[config.mk]
export PLATFORM = sky130hd
export DESIGN_NAME = csd_retimed_fir
export DESIGN_NICKNAME = d
export VERILOG_FILES = /design/src/rtl/fir_pkg.sv /design/src/rtl/csd_const_mult.sv /design/src/rtl/fir_group.sv /design/src/rtl/csd_retimed_fir.sv
export SDC_FILE = /design/constraint.sdc
export NUM_CORES = 1
export LEC_CHECK = 0
export BUFFER_PORTS_ARGS = -buffer_cell sky130_fd_sc_hd__buf_2
export CORE_ASPECT_RATIO = 1.2
export CORE_MARGIN = 2
export CORE_UTILIZATION = 60
export CTS_CLUSTER_DIAMETER = 80
export CTS_CLUSTER_SIZE = 30
export DETAILED_ROUTE_END_ITERATION = 8
export GPL_TIMING_DRIVEN = 0
export PLACE_DENSITY = 0.85
export SLEW_MARGIN = 30
export SYNTH_ARGS = -nofsm -noshare
export SYNTH_HDL_FRONTEND = slang
export SYNTH_SLANG_ARGS = --single-unit
export TNS_END_PERCENT = 20
[constraint.sdc]
create_clock -name clk -period 5.3 [get_ports clk]
set_clock_uncertainty 0.2 [all_clocks]
set_input_delay 0.53 -clock clk [delete_from_list [all_inputs] [get_ports clk]]
set_output_delay 0.53 -clock clk [all_outputs]
set_load 0.05 [all_outputs]
[src/rtl/fir_pkg.sv]
package fir_pkg;

    // CSD digit codes (two bits per digit)
    typedef enum logic [1:0] {
        CSD_ZERO = 2'b00,
        CSD_POS  = 2'b01,
        CSD_NEG  = 2'b11
    } csd_dig_e;

    // full-precision result width: sample + coefficient digits + guard bits
    function automatic int acc_width(input int in_w, input int ndig, input int ntaps);
        return in_w + ndig + $clog2(ntaps);
    endfunction

endpackage

[src/rtl/csd_const_mult.sv]
module csd_const_mult #(
    parameter int                IN_W = 8,
    parameter int                NDIG = 8,
    parameter logic [2*NDIG-1:0] COEF = '0,
    localparam int               PW   = IN_W + NDIG
) (
    input  logic                   clk,
    input  logic                   rst,
    input  logic signed [IN_W-1:0] x,
    output logic signed [PW-1:0]   prod
);

    function automatic longint csd_decode(input logic [2*NDIG-1:0] c);
        longint v;
        v = 0;
        for (int i = 0; i < NDIG; i++) begin
            if (c[2*i +: 2] == fir_pkg::CSD_POS) v = v + (longint'(1) <<< i);
            else if (c[2*i +: 2] == fir_pkg::CSD_NEG) v = v - (longint'(1) <<< i);
        end
        return v;
    endfunction

    localparam longint             CVAL_I = csd_decode(COEF);
    localparam logic signed [PW-1:0] CVAL = CVAL_I[PW-1:0];

    logic signed [PW-1:0] xs;
    logic signed [PW-1:0] term [NDIG];

    assign xs = {{NDIG{x[IN_W-1]}}, x};

    for (genvar i = 0; i < NDIG; i++) begin : g_digit
        localparam logic [1:0] DG = COEF[2*i +: 2];
        if (DG == fir_pkg::CSD_POS) begin : g_pos
            assign term[i] = xs <<< i;
        end else if (DG == fir_pkg::CSD_NEG) begin : g_neg
            assign term[i] = -(xs <<< i);
        end else begin : g_zero
            assign term[i] = '0;
        end
    end

    always_comb begin
        prod = '0;
        for (int i = 0; i < NDIG; i++) begin
            prod = prod + term[i];
        end
    end

    // shift-and-add result matches a true multiply by the decoded constant
    p_csd_product_r2: assert property (@(posedge clk) disable iff (rst)
        prod == xs * CVAL);

endmodule

[src/rtl/fir_group.sv]
module fir_group #(
    parameter int                        IN_W  = 8,
    parameter int                        NDIG  = 8,
    parameter int                        NT    = 3,
    parameter int                        OUT_W = 20,
    parameter logic [NT-1:0][2*NDIG-1:0] COEFS = '0,
    localparam int                       PW    = IN_W + NDIG
) (
    input  logic                         clk,
    input  logic                         rst,
    input  logic [NT-1:0][IN_W-1:0]      taps,
    input  logic signed [OUT_W-1:0]      acc_in,
    output logic signed [OUT_W-1:0]      acc_out
);

    logic signed [PW-1:0] prod [NT];

    for (genvar i = 0; i < NT; i++) begin : g_tap
        csd_const_mult #(
            .IN_W (IN_W),
            .NDIG (NDIG),
            .COEF (COEFS[i])
        ) i_mult (
            .clk  (clk),
            .rst  (rst),
            .x    ($signed(taps[i])),
            .prod (prod[i])
        );
    end

    // one adder per tap: the incoming partial sum plus the NT products
    always_comb begin
        acc_out = acc_in;
        for (int i = 0; i < NT; i++) begin
            acc_out = acc_out + OUT_W'(prod[i]);
        end
    end

endmodule

[src/rtl/csd_retimed_fir.sv]
module csd_retimed_fir #(
    parameter int                           NTAPS = 15,
    parameter int                           GRP   = 3,
    parameter int                           IN_W  = 8,
    parameter int                           NDIG  = 8,
    parameter logic [NTAPS-1:0][2*NDIG-1:0] COEFS = {
        16'h0004, 16'h0033, 16'h0000, 16'h0130, 16'h030C,
        16'h0000, 16'h0440, 16'h1000, 16'h0440, 16'h0000,
        16'h030C, 16'h0130, 16'h0000, 16'h0033, 16'h0004},
    localparam int                          OUT_W = fir_pkg::acc_width(IN_W, NDIG, NTAPS)
) (
    input  logic                    clk,
    input  logic                    rst,
    input  logic                    in_valid,
    input  logic signed [IN_W-1:0]  in_data,
    output logic                    out_valid,
    output logic signed [OUT_W-1:0] out_data
);

    localparam int NGRP    = (NTAPS + GRP - 1) / GRP;
    localparam int DL      = NTAPS - NGRP;       // delay registers left after the cutset move
    localparam int DLS     = (DL > 0) ? DL : 1;
    localparam int FW      = $clog2(NGRP) + 1;
    localparam int LATENCY = 1;                   // clocks from accepting edge to result

    typedef struct packed {
        logic [DLS-1:0][IN_W-1:0]   dly;   // dly[m] holds the sample m+1 strobes old
        logic [NGRP-1:0][OUT_W-1:0] acc;   // registered partial sum after each group
        logic [FW-1:0]              fill;
        logic                       vld;
    } state_t;

    state_t s_d, s_q;

    logic [NTAPS-1:0][IN_W-1:0] tapv;
    logic signed [OUT_W-1:0]    ain  [NGRP];
    logic signed [OUT_W-1:0]    gsum [NGRP];

    // tap k of group j reads the sample k-j strobes old; index 0 is the live input
    for (genvar k = 0; k < NTAPS; k++) begin : g_tapsel
        localparam int J = k / GRP;
        localparam int D = k - J;
        if (D == 0) begin : g_live
            assign tapv[k] = in_data;
        end else begin : g_dly
            assign tapv[k] = s_q.dly[D-1];
        end
    end

    for (genvar j = 0; j < NGRP; j++) begin : g_grp
        localparam int NT = ((NTAPS - j*GRP) < GRP) ? (NTAPS - j*GRP) : GRP;
        if (j == NGRP-1) begin : g_head
            assign ain[j] = '0;
        end else begin : g_link
            assign ain[j] = $signed(s_q.acc[j+1]);
        end
        fir_group #(
            .IN_W  (IN_W),
            .NDIG  (NDIG),
            .NT    (NT),
            .OUT_W (OUT_W),
            .COEFS (COEFS[j*GRP +: NT])
        ) i_group (
            .clk     (clk),
            .rst     (rst),
            .taps    (tapv[j*GRP +: NT]),
            .acc_in  (ain[j]),
            .acc_out (gsum[j])
        );
    end

    always_comb begin
        s_d     = s_q;
        s_d.vld = 1'b0;
        if (in_valid) begin
            if (DL > 0) begin
                for (int m = DLS-1; m > 0; m--) begin
                    s_d.dly[m] = s_q.dly[m-1];
                end
                s_d.dly[0] = in_data;
            end
            for (int j = 0; j < NGRP; j++) begin
                s_d.acc[j] = gsum[j];
            end
            s_d.vld = (s_q.fill == FW'(NGRP-1));
            if (s_q.fill != FW'(NGRP-1)) begin
                s_d.fill = s_q.fill + 1'b1;
            end
        end
    end

    always_ff @(posedge clk) begin
        if (rst) s_q <= '0;
        else     s_q <= s_d;
    end

    assign out_valid = s_q.vld;
    assign out_data  = $signed(s_q.acc[0]);

    // independent strobe counter for the checks below
    logic [FW:0] seen_q;
    always_ff @(posedge clk) begin
        if (rst) seen_q <= '0;
        else if (in_valid && seen_q != (FW+1)'(NGRP)) seen_q <= seen_q + 1'b1;
    end

    p_reset_clear_r7: assert property (@(posedge clk) disable iff (rst)
        $past(rst) |-> (!out_valid && out_data == '0));

    p_valid_after_strobe_r4: assert property (@(posedge clk) disable iff (rst)
        out_valid |-> $past(in_valid));

    p_warmup_window_r5: assert property (@(posedge clk) disable iff (rst)
        ($past(in_valid) && !$past(rst)) |-> (out_valid == (seen_q == (FW+1)'(NGRP))));

    p_idle_hold_r6: assert property (@(posedge clk) disable iff (rst)
        !in_valid |=> ($stable(out_data) && !out_valid));

endmodule

==> results.cfg, run 1 <==
[setup_path]
worstPathMaxFanout = 3
wp_data_required_ps = 5400
start_kind = flop
critical_path_buf_inv_count = 4
crit_path_top_delay_cell = fa_1
r2r.worst_path.cells = 15
crit_arrival_ps = 4970
path_class = reg -> reg
max_stage_delay_ps = 560
regToRegSetupSlack_ps = 430
crit_family = adder cells
cp-startpoint = s_q[131]$_SDFFE_PP0P_
reg2reg_to = ain[78]$_SDFFE_PP0P_
crit_chain = inv_1 -> fa_1 -> inv_1 -> fa_1 -> inv_1 -> fa_1 -> inv_1 -> fa_1 -> a21o_1 -> a21o_1 -> a2111oi_2 -> nor3b_1 -> a221oi_2 -> mux2i_1 -> o31ai_1
timing.rr.start = s_q[131]$_SDFFE_PP0P_
cp-end-kind = flop

[placed_design]
dp_hpwl_mm = 23.2
port_buffers = 29
gp_congestion = 0.919
place_inst = 1781
placed_area_mm2 = 0.0140

[sta]
slew_headroom_pct = 37.5
fmaxAchievable_mhz = 205
report.final.setup_viol = 0
timing_hold_violations_final = 0
final.period_utilization_pct = 91.9
rsz0062_at_grt = false
layout_min_cycle_time_ps = 4870
worst_pin_slew_ps = 938
timing.final.max_slew_violations = 0
fin_hold_ws_ps = 155
final.setup.tns_ps = 0

[synth]
synth.area.mux_share_pct = 8.32
post-synth-top-area-cell = dfxtp_1
dominant_combinational_cell_family_by_area_after_synthesis = adder cells
compound_cell_area_share_of_the_yosys_netlist_pct = 11.7
yosysMostFrequentCell = inv_1
synth.distinct_cells = 69
synth-warning-count = 0
synth-seq-area-share_pct = 27.0
synth_async_sr_flop_share_pct = 0
synth-main-ff-cell = dfxtp_1
syn-cell-area_mm2 = 0.0135
post_synth_top_cells = 281 x inv_1, 182 x dfxtp_1, 173 x nor2_1, 121 x fa_1
synthesis.instances = 1473
synth-edff-count = 0
synth-seq-cells = 182
yosysTopAreaCellShare_pct = 27.0
synthTopCellsByArea = dfxtp_1 27%, fa_1 18%, ha_1 10%
synth_area_per_cell_um2 = 9.16
synth_fa_ha_area_share_pct = 28.2
mapped_nets = 1716
simple_gate_portion_of_the_synthesized_area_pct = 9.58
yosys.area_share.xor_xnor_pct = 4.74

[pwr]
power.clock.fraction_pct = 27.0
intPower_w = 0.00286
p_switching_w = 0.00171
power.share.sequential_pct = 34.2
power.leakage_nw = 6.86
vdd_ir_drop_max_uv = 273
switching_share_pct = 37.5
powerDensity_mw_per_mm2 = 314
share_comb_of_total_power_pct = 38.8

[clock_network]
clock_sink_count = 182
clock_latency_ps = 450
cts_inserted_buffers = 17
ctsResizeCount = 0
cts_tree = yes
htree_num_levels = 4
cts_post_setup_buffers_inserted = 0
clock_pin_slew_reported_for_the_worst_setup_and_hold_paths_after_clock_tree_synthesis_ps = 70
cts.hold.buffers_added = 0
clk_path_buf_depth = 2
clk_root_buffer_cell = clkbuf_16

[routing]
detailedRoute.firstPassIterationCount = 6
drt_iter0_markers = 627
postRouteWirelength_mm = 30.7
detail_route.vias_per_cell = 5.58
post_route_antenna_net_violation_count = 0
drt_drc_violations_left = 0
vias = 10118
detail_route.wl_per_cell_um = 16.9

[cells_and_area]
antennaDiodeCount = 0
drive_above_1_share_pct = 7.63
nNetsFinal = 1764
area.growth.synth_to_final_pct = 7.89
layout.core_utilization_pct = 65.5
fin_area_mm2 = 0.0146
final-instance-count-excl-fill = 1813

[floorplan]
initial_core_util_pct = 60.7
core-area_mm2 = 0.0222
floorplan.io_pins = 32
fp.dieArea_mm2 = 0.0237
placementRows = 60
die_width_um = 141
die_height_um = 168

[worst_hold_path]
worst_hold_start = in_data[3]
hold_path_class = in -> reg
hold_path_depth = 3
timing.hold.worst_endpoint = s_q[108]$_SDFFE_PP0P_

[global_routing]
gr-usage-all-layers_pct = 26.8
grt-ovfl-total = 0
grt_start_max_net_pins = 17
grt_antenna_before_repair = 0
grt_pass1_vias = 10537
grt_first_pass_wirelength_mm = 50.0

[job]
max_cap_violations = 0

[outcome]
status = finished clean
routing by layer:
| metal | vias up | routed length, µm | part of all wire (%) | track usage, % |
|---|---|---|---|---|
| met5 | - | 0 | 0 | 0 |
| met4 | 0 | 1300 | 4.2 | 13.0 |
| met3 | 102 | 1460 | 4.7 | 4.04 |
| met2 | 314 | 15700 | 51 | 48.8 |
| met1 | 4864 | 12300 | 40 | 30.6 |
| li1 | 4838 | - | - | - |
worst max path at each step:
stage                     cells after the start  slack [ps]              endpoint
after global routing                         15         240  ain[78]$_SDFFE_PP0P_
after CTS                                    15         490  ain[78]$_SDFFE_PP0P_
after detailed placement                     15         510  ain[78]$_SDFFE_PP0P_
after global placement                       14         720  ain[78]$_SDFFE_PP0P_
after floorplan                              14        1010  ain[78]$_SDFFE_PP0P_
final                                        15         430  ain[78]$_SDFFE_PP0P_
tightest hold or removal path, stage by stage:
cell,delay [ps]
buf_2,100
mux2i_1,70
nor2_1,70
power by group through the flow:
stage | combinational [W] | sequential (W) | clock, W
after floorplan | 0.00141 | 0.00157 | 0
after global placement | 0.00167 | 0.00159 | 0
after detailed placement | 0.00174 | 0.00160 | 0
after CTS | 0.00176 | 0.00156 | 0.00124
after global routing | 0.00194 | 0.00158 | 0.00131
final | 0.00178 | 0.00156 | 0.00123
metrics by stage:
| stage | total power, W | worst slack, ps |
|---|---|---|
| final | 0.00457 | 430 |
| after detailed placement | 0.00333 | 506 |
| after CTS | 0.00456 | 487 |
| after floorplan | 0.00298 | 1010 |
| after global routing | 0.00483 | 237 |
| after global placement | 0.00326 | 721 |
cell families (layout without fill, tap and decap cells):
| kind of cell | Yosys count | in the layout |
|---|---|---|
| fa+ha+maj | 232 | 232 |
| xor+xnor | 73 | 73 |
| mux | 112 | 112 |
| buf+inv | 345 | 406 |
| compound gates | 231 | 231 |
| flops | 182 | 182 |
| simple gates | 298 | 298 |
layout by cell type, fill, tap and decap left out, drive strengths merged, types with 4 or more instances in the layout:
cell type	count
a2111oi	4
a211o	4
a211oi	27
a21o	29
a21oi	50
a31oi	5
and3	4
buf	68
clkbuf	45
clkinv	4
dfxtp	182
fa	121
ha	111
inv	285
mux2i	111
nand2	58
nand2b	11
nand3	8
nand4	7
nor2	173
nor2b	9
nor3	7
o21a	7
o21ai	54
o21bai	11
o31ai	11
or2	6
xnor2	42
xor2	31
area by class of cell:
| type | count | area (µm²) |
|---|---|---|
| Buffer | 63 | 344 |
| Multi-Input combinational cell | 946 | 8450 |
| Sequential cell | 182 | 3640 |
| Fill cell | 1670 | 7660 |
| Clock inverter | 10 | 85.1 |
| Tap cell | 279 | 349 |
| Timing Repair Buffer | 29 | 145 |
| Inverter | 282 | 1060 |
| Clock buffer | 22 | 484 |
flip-flops by register name (all words and copies together) (netlist names):
register and flops:
ain 77, out_data 20, out_valid 1, s_q 84
Power figures use the tool's default switching activity.
==> run 2, diff against run 1 <==
--- a/config.mk
+++ b/config.mk
@@ -9,3 +9,3 @@
 export CORE_ASPECT_RATIO = 1.2
-export CORE_MARGIN = 2
+export CORE_MARGIN = 8
 export CORE_UTILIZATION = 60
==> constraint.sdc (replaced) <==
create_clock -name clk -period 5.3 [get_ports clk]
set_clock_uncertainty 0.2 [all_clocks]
set_input_delay 0 -clock clk [delete_from_list [all_inputs] [get_ports clk]]
set_output_delay 0 -clock clk [all_outputs]
set_load 0.05 [all_outputs]
==> results.cfg, run 2 (same netlist as run 1, synthesis figures left out) <==
[outcome]
status = finished clean

[pwr]
vdd_ir_drop_max_uv = 249
power.leakage_nw = 6.92
powerDensity_mw_per_mm2 = 318

[floorplan]
floorplan.io_pins = 32
placementRows = 60
initial_core_util_pct = 60.7
die_height_um = 180
core-area_mm2 = 0.0222
fp.dieArea_mm2 = 0.0276
die_width_um = 153

[routing]
detail_route.vias_per_cell = 5.64
postRouteWirelength_mm = 31.6
vias = 10273
drt_iter0_markers = 561
drt_drc_violations_left = 0
detailedRoute.firstPassIterationCount = 5
detail_route.wl_per_cell_um = 17.4
post_route_antenna_net_violation_count = 0

[setup_path]
cp-startpoint = s_q[131]$_SDFFE_PP0P_
r2r.worst_path.cells = 15
start_kind = flop
crit_arrival_ps = 4830
wp_data_required_ps = 5390
crit_chain = inv_1 -> fa_1 -> inv_1 -> fa_1 -> inv_1 -> fa_1 -> inv_1 -> fa_1 -> a21o_1 -> a21o_1 -> a2111oi_2 -> nor3b_1 -> a221oi_2 -> mux2i_1 -> o31ai_1
max_stage_delay_ps = 550
worstPathMaxFanout = 3
cp-end-kind = flop
path_class = reg -> reg
timing.rr.start = s_q[131]$_SDFFE_PP0P_
crit_path_top_delay_cell = fa_1

[global_routing]
grt-ovfl-total = 0
gr-usage-all-layers_pct = 23.3
grt_start_max_net_pins = 17
grt_first_pass_wirelength_mm = 51.8
grt_pass1_vias = 10677
grt_antenna_before_repair = 0

[cells_and_area]
layout.core_utilization_pct = 66.1
fin_area_mm2 = 0.0147
fillerInstances = 1675
largest_register = s_q
area.growth.synth_to_final_pct = 8.81
antennaDiodeCount = 0
largest_register_ff_count = 84
final_common_cell = inv_1
nNetsFinal = 1774
leading_cell_types_in_the_layout_fill_and_taps_excluded = 281 x inv_1, 182 x dfxtp_1, 173 x nor2_1
drive_above_1_share_pct = 7.52

[worst_hold_path]
worst_hold_start = in_data[2]
hold_path_depth = 4
hold_path_class = in -> reg

[clock_network]
clk_path_buf_depth = 2
htree_num_levels = 4
cts_post_setup_buffers_inserted = 0
clock_pin_slew_reported_for_the_worst_setup_and_hold_paths_after_clock_tree_synthesis_ps = 80
clock_sink_count = 182
ctsResizeCount = 0
clk_root_buffer_cell = clkbuf_16
cts_inserted_buffers = 17
clock_latency_ps = 450
cts_tree = yes

[placed_design]
gp_congestion = 0.888
placed_area_mm2 = 0.0140
dp_hpwl_mm = 23.7
port_buffers = 29

[sta]
timing.final.max_slew_violations = 0
final.period_utilization_pct = 89.3
timing_hold_violations_final = 0
rsz0062_at_grt = false
slew_headroom_pct = 35.2
fmaxAchievable_mhz = 211
report.final.setup_viol = 0
worst_pin_slew_ps = 972
fin_hold_ws_ps = 151
final.setup.tns_ps = 0
layout_min_cycle_time_ps = 4730

[job]
max_cap_violations = 0
-- run 2: changes by cell type in the layout (fill, tap and decap cells not counted) --
cell           previous run  this run
inv_8                     2         1
dlygate4sd3_1             0        10
bufinv_16                 0         2
clkbuf_8                  5         3
clkinvlp_4                3         1
inv_6                     2         4
-- run 2: final timing paths --
| check | to | slack, ps |
|---|---|---|
| max | ain[78]$_SDFFE_PP0P_ | 570 |
| min | s_q[107]$_SDFFE_PP0P_ | 150 |
| max reg2reg | ain[78]$_SDFFE_PP0P_ | 570 |
| min reg2reg | out_data[18]$_SDFFE_PP0P_ | 250 |
-- run 2: repair_timing --
action	CTS	global route
setup endpoints to repair	0	0
hold buffers	10	0
endpoints found under the hold margin	20	0
-- run 2: layout make-up --
type	count	area [µm²]	area share (%)
Inverter	282	1060	7.21
Clock inverter	11	136	0.929
Sequential cell	182	3640	24.8
Clock buffer	20	457	3.11
Tap cell	279	349	2.38
Multi-Input combinational cell	946	8450	57.5
Buffer	63	344	2.34
Timing Repair Buffer	39	245	1.67
-- run 2: critical path, delay by kind of cell, from the launching register on --
kind                     cells  cell delay, ps
AO/OA/AOI/OAI                5            1200
buffers and inverters        4             320
AND/OR/NAND/NOR              1             140
adder cells (fa/ha/maj)      4            2100
flip-flops                   1             400
multiplexers                 1             230
-- run 2: metal layers --
| metal | track usage (%) | vias up | routed length (µm) |
|---|---|---|---|
| met2 | 43.3 | 322 | 16400 |
| met3 | 3.84 | 97 | 1780 |
| li1 | - | 4849 | - |
| met5 | 0 | - | 0 |
| met1 | 25.2 | 5005 | 12200 |
| met4 | 11.3 | 0 | 1170 |
-- run 2: per-stage QoR --
step	power [W]	setup slack, ps	instances
final	0.00466	567	1822
after global routing	0.00491	311	1822
after CTS	0.00465	577	1822
after detailed placement	0.00335	621	1781
after global placement	0.00327	715	1781
after floorplan	0.00298	1010	1473
-- run 2: report_power, final --
part | total (W) | internal (W) | switching (W) | leakage (nW)
combinational | 0.00179 | 0.000715 | 0.00108 | 5.15
clock | 0.00131 | 0.000727 | 0.000578 | 0.290
sequential | 0.00157 | 0.00149 | 0.0000759 | 1.48
==> run 3, diff against run 2 <==
Settings changed: CELL_PAD_IN_SITES_DETAIL_PLACEMENT from default to 1, CELL_PAD_IN_SITES_GLOBAL_PLACEMENT from default to 1, CORE_UTILIZATION 60 to 50, PLACE_DENSITY 0.85 to 0.89.
==> results.cfg, run 3 (same netlist as run 1, synthesis figures left out) <==
[clock_network]
clk_path_buf_depth = 2
htree_num_levels = 4
cts_post_setup_buffers_inserted = 0
clock_sink_count = 182
clk_root_buffer_cell = clkbuf_16
ctsResizeCount = 0
cts_inserted_buffers = 17
cts_tree = yes
clock_pin_slew_reported_for_the_worst_setup_and_hold_paths_after_clock_tree_synthesis_ps = 70
clock_latency_ps = 460
cts.hold.buffers_added = 10

[setup_path]
wp_data_required_ps = 5410
crit_family = adder cells
crit_path_top_delay_cell = fa_1
crit_chain = inv_1 -> fa_1 -> inv_1 -> fa_1 -> inv_1 -> fa_1 -> inv_1 -> fa_1 -> a21o_1 -> a21o_1 -> a2111oi_2 -> nor3b_1 -> a221oi_2 -> mux2i_1 -> o31ai_1
start_kind = flop
max_stage_delay_ps = 530
path_class = reg -> reg
crit_arrival_ps = 5030
critical_path_buf_inv_count = 4
worstPathMaxFanout = 3
cp-end-kind = flop

[sta]
final.setup.tns_ps = 0
fmaxAchievable_mhz = 203
slew_headroom_pct = 31.8
rsz0062_at_grt = false
worst_pin_slew_ps = 1020
timing_hold_violations_final = 0
final.period_utilization_pct = 92.9
report.final.setup_viol = 0
layout_min_cycle_time_ps = 4920
timing.final.max_slew_violations = 0

[pwr]
power.clock.fraction_pct = 28.1
switching_share_pct = 37.9
power.leakage_nw = 6.92
powerDensity_mw_per_mm2 = 323
finalPower_w = 0.00477
share_comb_of_total_power_pct = 39.1
power.share.sequential_pct = 32.9
intPower_w = 0.00297
vdd_ir_drop_max_uv = 227
p_switching_w = 0.00181

[routing]
wl_met2_mm = 20.9
top_signal_layer_used = met5
vias = 10487
detail_route.wl_per_cell_um = 21.0
detail_route.vias_per_cell = 5.57
detailedRoute.firstPassIterationCount = 6
drt_drc_violations_left = 0
met3RoutedLength_mm = 1.58
post_route_antenna_net_violation_count = 0
postRouteWirelength_mm = 39.5
m1WireLength_mm = 14.6
drt_iter0_markers = 417

[cells_and_area]
antennaDiodeCount = 0
final_common_cell = inv_1
largest_register_ff_count = 84
drive_above_1_share_pct = 7.64
nNetsFinal = 1775
largest_register = s_q
fillerInstances = 3096
leading_cell_types_in_the_layout_fill_and_taps_excluded = 281 x inv_1, 182 x dfxtp_1, 173 x nor2_1
ff_latch_area_mm2 = 0.00364
multi_input_gate_area_in_the_final_layout_mm2 = 0.00845
final-instance-count-excl-fill = 1884
area.growth.synth_to_final_pct = 9.49

[floorplan]
fp.dieArea_mm2 = 0.0325
floorplan.io_pins = 32
placementRows = 66
core-area_mm2 = 0.0268
die_width_um = 166
initial_core_util_pct = 50.3
die_height_um = 196

[global_routing]
grt_first_pass_wirelength_mm = 63.1
grt_start_max_net_pins = 17
grt-ovfl-total = 0
grt_antenna_before_repair = 1
gr-usage-all-layers_pct = 24.8
grt_pass1_vias = 12326

[outcome]
status = finished clean

[worst_hold_path]
hold_path_class = in -> reg

[placed_design]
gp_congestion = 0.870
port_buffers = 29
place_inst = 1843
dp_hpwl_mm = 29.5

[job]
max_cap_violations = 0
## run 3: tightest hold or removal path, cell delays in order
cell and delay, ps:
dlygate4sd3_1 520, buf_2 130, mux2i_1 70, nor2_1 70
## run 3: path summary, 6_finish.rpt
| path | start | to | slack [ps] | cells after the start |
|---|---|---|---|---|
| worst max-delay path | s_q[149]$_SDFFE_PP0P_ | ain[78]$_SDFFE_PP0P_ | 380 | 15 |
| worst min-delay path | in_data[5] | s_q[110]$_SDFFE_PP0P_ | 170 | 4 |
| worst max register to register | s_q[149]$_SDFFE_PP0P_ | ain[78]$_SDFFE_PP0P_ | 380 | 15 |
| worst min register to register | ain[97]$_SDFFE_PP0P_ | ain[97]$_SDFFE_PP0P_ | 250 | 2 |
## run 3: routing by layer
layer,GRT usage (%),vias to the layer above
li1,-,4826
met1,23.9,5262
met2,47.2,251
met3,4.81,146
met4,16.6,2
met5,0,-
## run 3: power by group through the flow
stage,Sequential (W),Clock (W),Combinational (W)
after global placement,0.00159,0,0.00170
after CTS,0.00157,0.00135,0.00186
final,0.00157,0.00134,0.00187
after detailed placement,0.00160,0,0.00182
after floorplan,0.00157,0,0.00141
after global routing,0.00159,0.00139,0.00204
## run 3: per-stage QoR
stage | hold WS (ps) | utilization (%) | worst slack [ps] | cell area (µm²)
global placement | 68.1 | 52.4 | 640 | 14100
floorplan | -52.8 | - | 1010 | 13500
detailed placement | 95.0 | 52.4 | 517 | 14100
finish | 167 | 55.0 | 377 | 14800
global route | 180 | 55.0 | 190 | 14800
CTS | 157 | 55.0 | 425 | 14800
## run 3: layout make-up
| type | count | area share [%] |
|---|---|---|
| Buffer | 63 | 2.35 |
| Clock buffer | 20 | 3.02 |
| Tap cell | 340 | 2.88 |
| Timing Repair Buffer | 40 | 1.71 |
| Multi-Input combinational cell | 946 | 57.2 |
| Clock inverter | 11 | 1.02 |
| Sequential cell | 182 | 24.7 |
| Inverter | 282 | 7.17 |
